File: src/rtl/csa_pkg.sv
package csa_pkg;

  // Output width needed so that k operands of n bits never wrap.
  function automatic int total_width(input int n, input int k);
    return n + $clog2(k);
  endfunction

  // One column of a full adder: parity of the three inputs.
  function automatic logic fa_sum(input logic a, input logic b, input logic ci);
    return a ^ b ^ ci;
  endfunction

  // One column of a full adder: majority of the three inputs.
  function automatic logic fa_carry(input logic a, input logic b, input logic ci);
    return (a & b) | (ci & (a ^ b));
  endfunction

endpackage

File: src/rtl/mop_csa_row.sv
// One carry-save row: W independent full adders, carry vector pre-shifted
// left by one column. The carry out of the top column is dropped; the final
// total is exact modulo 2^W and W is sized so the true total fits.
module mop_csa_row #(
  parameter int W = 8
) (
  input  logic [W-1:0] x,
  input  logic [W-1:0] y,
  input  logic [W-1:0] z,
  output logic [W-1:0] s,
  output logic [W-1:0] c
);
  import csa_pkg::*;

  assign c[0] = 1'b0;

  for (genvar bi = 0; bi < W; bi++) begin : g_col
    assign s[bi] = fa_sum(x[bi], y[bi], z[bi]);
    if (bi < W - 1) begin : g_up
      assign c[bi+1] = fa_carry(x[bi], y[bi], z[bi]);
    end
  end

endmodule

File: src/rtl/mop_cpa.sv
// Final carry-propagate adder: a ripple chain of full adders, W bits wide,
// wrapping modulo 2^W.
module mop_cpa #(
  parameter int W = 8
) (
  input  logic [W-1:0] opa,
  input  logic [W-1:0] opb,
  output logic [W-1:0] res
);
  import csa_pkg::*;

  logic [W-1:0] cy;

  assign cy[0] = 1'b0;

  for (genvar bi = 0; bi < W; bi++) begin : g_col
    assign res[bi] = fa_sum(opa[bi], opb[bi], cy[bi]);
    if (bi < W - 1) begin : g_up
      assign cy[bi+1] = fa_carry(opa[bi], opb[bi], cy[bi]);
    end
  end

endmodule

File: src/rtl/mop_adder_top.sv
module mop_adder_top #(
  parameter int NUM_OPS = 5,
  parameter int OP_W    = 8,
  parameter bit PIPE    = 1'b1,
  localparam int OUT_W  = csa_pkg::total_width(OP_W, NUM_OPS)
) (
  input  logic                    clk,
  input  logic                    rst_n,
  input  logic                    in_valid,
  input  logic [NUM_OPS*OP_W-1:0] operands,
  output logic                    out_valid,
  output logic [OUT_W-1:0]        sum
);

  localparam int NSTG     = NUM_OPS - 2;
  localparam int NSTG_ARR = (NSTG > 0) ? NSTG : 1;

  // Zero-extended operands at the full result width.
  logic [OUT_W-1:0] op_ext [NUM_OPS];

  // Named internal events for the checker: per-row inputs and outputs,
  // packed row by row, plus the final adder's operands and result.
  logic [NSTG_ARR*OUT_W-1:0] stg_x;
  logic [NSTG_ARR*OUT_W-1:0] stg_y;
  logic [NSTG_ARR*OUT_W-1:0] stg_z;
  logic [NSTG_ARR*OUT_W-1:0] stg_s;
  logic [NSTG_ARR*OUT_W-1:0] stg_c;
  logic [OUT_W-1:0]          cpa_a;
  logic [OUT_W-1:0]          cpa_b;
  logic [OUT_W-1:0]          cpa_y;

  for (genvar i = 0; i < NUM_OPS; i++) begin : g_ext
    assign op_ext[i] = {{(OUT_W-OP_W){1'b0}}, operands[i*OP_W +: OP_W]};
  end

  if (NSTG == 0) begin : g_pair
    // Two operands: no reduction, the final adder does all the work.
    assign stg_x = '0;
    assign stg_y = '0;
    assign stg_z = '0;
    assign stg_s = '0;
    assign stg_c = '0;
    assign cpa_a = op_ext[0];
    assign cpa_b = op_ext[1];
  end else begin : g_chain
    for (genvar j = 0; j < NSTG; j++) begin : g_row
      if (j == 0) begin : g_head
        assign stg_x[0 +: OUT_W] = op_ext[0];
        assign stg_y[0 +: OUT_W] = op_ext[1];
      end else begin : g_link
        assign stg_x[j*OUT_W +: OUT_W] = stg_s[(j-1)*OUT_W +: OUT_W];
        assign stg_y[j*OUT_W +: OUT_W] = stg_c[(j-1)*OUT_W +: OUT_W];
      end
      assign stg_z[j*OUT_W +: OUT_W] = op_ext[j+2];

      mop_csa_row #(.W(OUT_W)) row_i (
        .x (stg_x[j*OUT_W +: OUT_W]),
        .y (stg_y[j*OUT_W +: OUT_W]),
        .z (stg_z[j*OUT_W +: OUT_W]),
        .s (stg_s[j*OUT_W +: OUT_W]),
        .c (stg_c[j*OUT_W +: OUT_W])
      );
    end
    assign cpa_a = stg_s[(NSTG-1)*OUT_W +: OUT_W];
    assign cpa_b = stg_c[(NSTG-1)*OUT_W +: OUT_W];
  end

  mop_cpa #(.W(OUT_W)) cpa_i (
    .opa (cpa_a),
    .opb (cpa_b),
    .res (cpa_y)
  );

  if (PIPE) begin : g_reg
    always_ff @(posedge clk or negedge rst_n) begin
      if (!rst_n) begin
        out_valid <= 1'b0;
        sum       <= '0;
      end else begin
        out_valid <= in_valid;
        if (in_valid) begin
          sum <= cpa_y;
        end
      end
    end
  end else begin : g_comb
    assign out_valid = in_valid;
    assign sum       = cpa_y;
  end

endmodule

File: config.mk
export PLATFORM = sky130hd
export DESIGN_NAME = mop_adder_top
export DESIGN_NICKNAME = d
export VERILOG_FILES = /design/src/rtl/csa_pkg.sv /design/src/rtl/mop_csa_row.sv /design/src/rtl/mop_cpa.sv /design/src/rtl/mop_adder_top.sv
export SDC_FILE = /design/constraint.sdc
export NUM_CORES = 1
export LEC_CHECK = 0
export BUFFER_PORTS_ARGS = -buffer_cell sky130_fd_sc_hd__buf_2
export CORE_MARGIN = 1
export CORE_UTILIZATION = 47
export DETAILED_ROUTE_END_ITERATION = 10
export GPL_ROUTABILITY_DRIVEN = 0
export GPL_TIMING_DRIVEN = 0
export PLACE_DENSITY_LB_ADDON = 0.3
export REMOVE_ABC_BUFFERS = 1
export SYNTH_ARGS = -nofsm -noshare
export SYNTH_HDL_FRONTEND = slang
export SYNTH_SLANG_ARGS = --single-unit
File: constraint.sdc
create_clock -name clk -period 0.9 [get_ports clk]
set_clock_uncertainty 0.05 [all_clocks]
set_input_delay 0 -clock clk [delete_from_list [all_inputs] [get_ports clk]]
set_output_delay 0 -clock clk [all_outputs]
set_load 0.01 [all_outputs]
Yosys cells after proc, flatten, opt, wreduce, memory -nomap -nowiden:

Index checks and enable logic that the tools add are counted.
W data, S select, Z words.

* flip-flop bits (word level): 12
* input port bits: 43
* output and inout port bits: 12
* word-level logic and storage cells: 157

* bitwise logic cells: 155

Operators by type and width (count)
* $and A1 B1 Y1: 63
* $xor A1 B1 Y1: 63
* $or A1 B1 Y1: 29

Longest topological paths before layout:

Gate-level depths: netlist of the first run.

* word-level depth: 24
* gate-level depth with buffers: 15
* depth with buffers taken out: 15

By module:

A second synthesis of the first run with hierarchy kept.

* cells, all modules: 80
* area, all modules: 1417.6 sq um

Modules (own cells, without submodules)
* mop_csa_row: cells an instance 13, sequential area each 0.0 sq um, area an instance 235.2 sq um, instances 3
* mop_adder_top: cells an instance 25, sequential area each 300.3 sq um, area an instance 476.7 sq um, instances 1
* mop_cpa: cells an instance 16, sequential area each 0.0 sq um, area an instance 235.2 sq um, instances 1

Least setup slack after synthesis of the first run:

No wires, ideal clock.

* path kind: input to register
* from: in operands[1]
* to: reg sum[9]
* arrival time: 4.905 ns
* path buffers: 0
* required time: 0.725 ns
* library setup time: 0.125 ns
* stages: 15
* path slack: -4.180 ns
* cells stage by stage: inv_1 > fa_1 > fa_1 > fa_1 > inv_1 > ha_1 > fa_1 > fa_1 > fa_1 > fa_1 > fa_1 > fa_1 > fa_1 > ha_1 > mux2_4

* word-level cells in the longest chain between the ends: 23
* elaborated cells on any way between the ends: 52
* those cells by class: 52 x bitwise

RTL lines
* start: declaration: line mop_adder_top.sv:10 `input logic [NUM_OPS*OP_W-1:0] operands,`
* $xor A1 B1 Y1: line csa_pkg.sv:10, csa_pkg.sv:15
* $and A1 B1 Y1 or $xor A1 B1 Y1 (tied branches): line csa_pkg.sv:15, csa_pkg.sv:10
* $or A1 B1 Y1 or $xor A1 B1 Y1 (tied branches): line csa_pkg.sv:15, csa_pkg.sv:10
* $xor A1 B1 Y1 (tied with other cells): line csa_pkg.sv:10, csa_pkg.sv:15
* $xor A1 B1 Y1 (tied with other cells): line csa_pkg.sv:10 `return a ^ b ^ ci;`
* $xor A1 B1 Y1 or $and A1 B1 Y1 (tied branches): line csa_pkg.sv:10, csa_pkg.sv:15
* $xor A1 B1 Y1 or $or A1 B1 Y1 (tied branches): line csa_pkg.sv:10, csa_pkg.sv:15
* $xor A1 B1 Y1: line csa_pkg.sv:15 `return (a & b) | (ci & (a ^ b));`
* [8 not listed]
* $and A1 B1 Y1 (*): line csa_pkg.sv:15
* $or A1 B1 Y1 (*): line csa_pkg.sv:15
* $and A1 B1 Y1 (*): line csa_pkg.sv:15
* $or A1 B1 Y1 (*): line csa_pkg.sv:15
* $and A1 B1 Y1 (*): line csa_pkg.sv:15
* $or A1 B1 Y1 (*): line csa_pkg.sv:15
* $xor A1 B1 Y1 (*): line csa_pkg.sv:10
* net cpa_i.res[9]: line mop_cpa.sv:8 `output logic [W-1:0] res`
* end signal: assignment: line mop_adder_top.sv:82 `sum <= cpa_y;`
* end: declaration: line mop_adder_top.sv:12 `output logic [OUT_W-1:0] sum`

The timed path passes the listed nets; every way through them passes the cells marked *.
A chain may end at the register's enable or synchronous reset.

Worst setup path after layout of the first run:

Same ends and word-level chain as after synthesis.

==> reports/results.txt, run 1 <==
met2 GRT Util - 0.308
PwrDens - 2200 mW/mm^2
ANT cells - 0
adder-cell share of the synthesized area - 0.538
period utilization - 5.11
GRT Max-Usage Layer - met2
RSZ-0062 raised after global routing - yes
status - complete, but fails checks
total number of vias - 767
fill cell count - 172
synthesized area per cell - 15.1 sq um
Starting Density - 0.520
dpl cell area - 0.00149 sq mm
setup_tns - -26.38 ns
share of cells above drive strength 1 - 0.587
Synth top cells by count - fa_1, inv_1, dfrtp_1, mux2_4, ha_1
H-tree levels - 1
Unique masters post-synth - 7
Total GRT Usage - 0.156
critical path launch point type - input pin
Area Growth Syn to Fin - 34.2%
drt first pass iters - 3
mux share of post-synthesis cell area - 0.135
global-route track usage on met3 - 0.0348
Post-Syn Instances - 79
met1 usage - 0.147
failing checks - negative setup slack
Via density - 4.62
Routed WL - 1890 microns
Worst Path Required - 1.00 ns
Fin Hold WS - 0.0604 ns
worst vdd ir - 1.55 mV
CP Class - input pin to register
Final min period - 4.60 ns
Lkg Pwr - 0.833 nW
antenna-violating nets left - 0
Synth area leader - fa_1
initial antenna violation count - 0
final net count - 216
CP Max Fanout - 1
Synth Warn # - 0
Cell Area, Synth - 0.00119 sq mm
Sequential cell area - 300 sq um
pin count of the biggest net entering global routing - 13
Yosys top cell area share - 0.486
max-slew violation count - 0
Multi-input gate area - 851 sq um
Post-synth EDFFs - 0
CTS tree - built
Sink Count - 12
Slew headroom - 0.758
largest family of logic cells by synthesized area - adder cells
Fin. Hold Viols - 0
post-synthesis async set-or-reset flop share - 1.00
Synth Area in Compound Gates - 0
num rows - 17
IO buf count - 54
#FFs+latches synth - 12
detailed placer's ending HPWL - 1750 microns
Worst Path Arrival - 4.70 ns
Core Region - 0.00230 sq mm
drt wl/cell - 11.4 microns
Tightest Hold Check Type - input pin to register
Seq/Total Area, Yosys - 0.251
synth top area cells - fa_1, dfrtp_1, mux2_4
# setup viols final - 11
CTS Buf Count - 3
gr ovfl total - 0
XOR/XNOR share of the synthesized area - 0
worst skew pair latency - 0.26 ns
initial drt markers - 2
# Post-CTS Setup Buffers - 0
root buf cell - clkbuf_4
CP Capture Type - register
Ports - 55
CTS clk-pin slew, worst paths - 0.07 ns
Final WS setup - -3.70 ns
Peak Freq - 217 MHz
Place WS - -4.51 ns
Die Wd - 52.4 microns
vias in the first global route - 850
Main synth FF type - dfrtp_1
Max Buffers Root-to-Sink - 2
die area - 0.00275 sq mm
Slew @ Worst Pin - 0.363 ns
MaxCap Viol Count - 0
Finished Cell Area - 0.00160 sq mm
drc violations - 0
Post-Synth Simple-Gate Area - 0
Die H - 52.4 microns
most common cell in the synthesized netlist - fa_1
global-route wire length before repair - 3060 microns
## critical path, stage by stage
cell	delay, ns
buf_6	0.07
inv_2	0.03
fa_1	0.55
fa_1	0.44
fa_1	0.51
inv_2	0.05
ha_4	0.15
fa_2	0.34
fa_2	0.34
fa_2	0.34
fa_2	0.34
fa_2	0.35
fa_2	0.35
fa_2	0.36
ha_4	0.22
mux2_4	0.25
## cell type report
class / count / area share
inverter: 21 / 0.0491
clock buffer: 4 / 0.0226
sequential: 12 / 0.187
timing repair buffer: 56 / 0.189
tap: 28 / 0.0218
multi-input combinational: 45 / 0.530
## final timing paths
path                                   start   endpoint  slack [ns]  cells after the start
worst min register to register        sum[4]     sum[4]        0.46                      1
min in group asynchronous              rst_n  out_valid        0.08                      2
worst min-delay path            operands[32]     sum[0]        0.06                      3
worst max register to register        sum[8]     sum[8]        0.08                      1
worst max-delay path             operands[1]     sum[9]       -3.70                     16
max in group asynchronous              rst_n     sum[4]        0.51                      2
## per-stage QoR
stage / util / power [mW] / instances
after floorplan: - / 2.33 / 78
after global placement: 0.648 / 2.91 / 160
after detailed placement: 0.648 / 3.04 / 160
after CTS: 0.698 / 3.65 / 166
after global routing: 0.698 / 3.91 / 166
final: 0.698 / 3.53 / 166
## registers in the layout, indices dropped and copies added (netlist names)
register / cells
out_valid: 1
sum: 11
## repair_timing
item / 4_1_cts / 5_1_grt
resized for setup: 16 / 1
endpoints found under the hold margin: 13 / 0
hold buffers: 2 / 0
setup endpoints to repair: 11 / 11
pin swaps: 2 / 2
## cell usage in the layout (no fill, tap or decap), drive strengths merged
| cell | count |
|---|---|
| buf | 54 |
| fa | 29 |
| inv | 21 |
| dfrtp | 12 |
| mux2 | 11 |
| ha | 5 |
| clkbuf | 4 |
| dlygate4sd3 | 2 |
## where the power goes
part	internal (mW)	switching (mW)
logic	1.27	0.940
clock network	0.245	0.162
registers	0.786	0.127
total	2.30	1.23
## layer usage
metal	share of wire	vias up	wire, microns
met4	0.0064	0	12
met2	0.59	33	1110
met3	0.073	2	138
met1	0.33	382	627
li1	-	350	-
met5	0	-	0
## cell families after synthesis
kind of cell	Yosys count
buf+inv	22
fa+ha+maj	34
mux	11
flops	12
No activity file was read; power rests on OpenSTA's default activity.
==> run 2, diff against run 1 <==
GPL_TIMING_DRIVEN = unset   (was 0)
==> reports/results.txt, run 2 (same netlist as run 1, synthesis figures left out) <==
final net count - 217
dpl cell area - 0.00151 sq mm
max FFs per register - 11
Final min period - 4.61 ns
Total GRT Usage - 0.175
Multi-input gate area - 851 sq um
largest delay contributor family on the critical path - adder cells
num rows - 17
critical path launch point type - input pin
Starting Density - 0.520
Fin. Hold Viols - 0
Max Buffers Root-to-Sink - 2
Worst Path Required - 1.01 ns
Sequential cell area - 300 sq um
drc violations - 0
H-tree levels - 1
initial antenna violation count - 0
Die H - 52.4 microns
CTS clk-pin slew, worst paths - 0.07 ns
CP Max Fanout - 1
drt wl/cell - 12.8 microns
CTS tree - built
Core Region - 0.00230 sq mm
drt first pass iters - 3
total number of vias - 790
ANT cells - 0
largest stage delay on the critical path - 0.55 ns
setup_tns - -26.39 ns
Slew headroom - 0.833
MaxCap Viol Count - 0
RSZ-0062 raised after global routing - yes
PwrDens - 2210 mW/mm^2
CP Class - input pin to register
Finished Cell Area - 0.00162 sq mm
fill cell count - 174
Reg with most FFs - sum
power share of the combinational group - 0.627
vias in the first global route - 895
max-slew violation count - 0
CTS Buf Count - 3
antenna-violating nets left - 0
Clk network pwr share - 0.117
gr ovfl total - 0
Peak Freq - 217 MHz
Final WS setup - -3.71 ns
initial drt markers - 2
Area Growth Syn to Fin - 35.9%
Worst Path Arrival - 4.71 ns
crit-path cells - buf_6 -> inv_2 -> fa_1 -> fa_1 -> fa_1 -> inv_2 -> ha_4 -> fa_2 -> fa_2 -> fa_2 -> fa_2 -> fa_2 -> fa_2 -> fa_2 -> ha_4 -> mux2_4
share of cells above drive strength 1 - 0.590
worst vdd ir - 1.88 mV
Reg power frac - 0.256
# setup viols final - 11
period utilization - 5.12
Int Power - 2.32 mW
crit-path most repeated cell - fa_2
commonest non-fill, non-tap cell in the layout - buf_2
Fin Hold WS - 0.0451 ns
# Post-CTS Setup Buffers - 0
detailed placer's ending HPWL - 1930 microns
global-route wire length before repair - 3330 microns
Ports - 55
Via density - 4.73
worst skew pair latency - 0.27 ns
root buf cell - clkbuf_4
CP max stage cell - fa_1
die area - 0.00275 sq mm
Routed WL - 2140 microns
CP Capture Type - register
net load switching power - 1.27 mW
Lkg Pwr - 0.843 nW
status - complete, but fails checks
Slew @ Worst Pin - 0.251 ns
WP buf/inv - 3
Place WS - -4.49 ns
Die Wd - 52.4 microns
IO buf count - 54
Largest regs - sum: 11 flops, out_valid: 1 flops
r2r setup slk - 0.07 ns
pin count of the biggest net entering global routing - 13
Sink Count - 12
Sw Ratio - 0.353
most frequent cells in the layout - buf_2, fa_1, inv_1, dfrtp_1, mux2_4
Tightest Hold Check Type - input pin to register
Total Power - 3.59 mW
failing checks - negative setup slack
==> run 2: changes by cell type in the layout (fill, tap and decap cells not counted), sizes merged <==
cell  before  now
buf       54   55
==> run 2: power groups by stage <==
stage,combinational [mW],sequential [mW],clock (mW)
final,2.25,0.920,0.419
after global routing,2.53,0.945,0.457
after CTS,2.31,0.922,0.436
after detailed placement,2.14,0.925,0
after global placement,2.02,0.920,0
after floorplan,1.30,1.03,0
==> run 2: metal layers <==
metal / global-route usage / vias to the layer above / routed length [microns]
met3: 0.0406 / 0 / 142
met5: 0 / - / 0
met2: 0.390 / 36 / 1340
met4: 0.0263 / 0 / 0
met1: 0.148 / 402 / 654
li1: - / 352 / -
==> run 2: final timing paths <==
check | start | to | depth (start not counted)
min reg2reg | sum[1] | sum[1] | 1
min in group asynchronous | rst_n | sum[6] | 2
min | operands[32] | sum[0] | 3
max | operands[17] | sum[9] | 16
max reg2reg | sum[5] | sum[5] | 1
max in group asynchronous | rst_n | sum[0] | 2
==> run 2: repair_timing <==
action / 4_1_cts / 5_1_grt
hold endpoints to repair: 13 / 0
gates resized for setup: 16 / 1
pin swaps: 4 / 0
gates cloned: 0 / 0
hold buffers: 2 / 0
endpoints found under the setup margin: 11 / 11
==> run 2: cell type report <==
type | instances | area share
clock buffers | 4 | 0.0223
repair buffers | 57 | 0.199
well taps | 28 | 0.0216
multi-input cells | 45 | 0.524
inverters | 21 | 0.0485
flip-flops and latches | 12 | 0.185
==> run 2: metrics by stage <==
step | util | cells
after global routing | 0.707 | 167
after global placement | 0.657 | 161
after detailed placement | 0.657 | 161
after CTS | 0.707 | 167
final | 0.707 | 167
after floorplan | - | 78
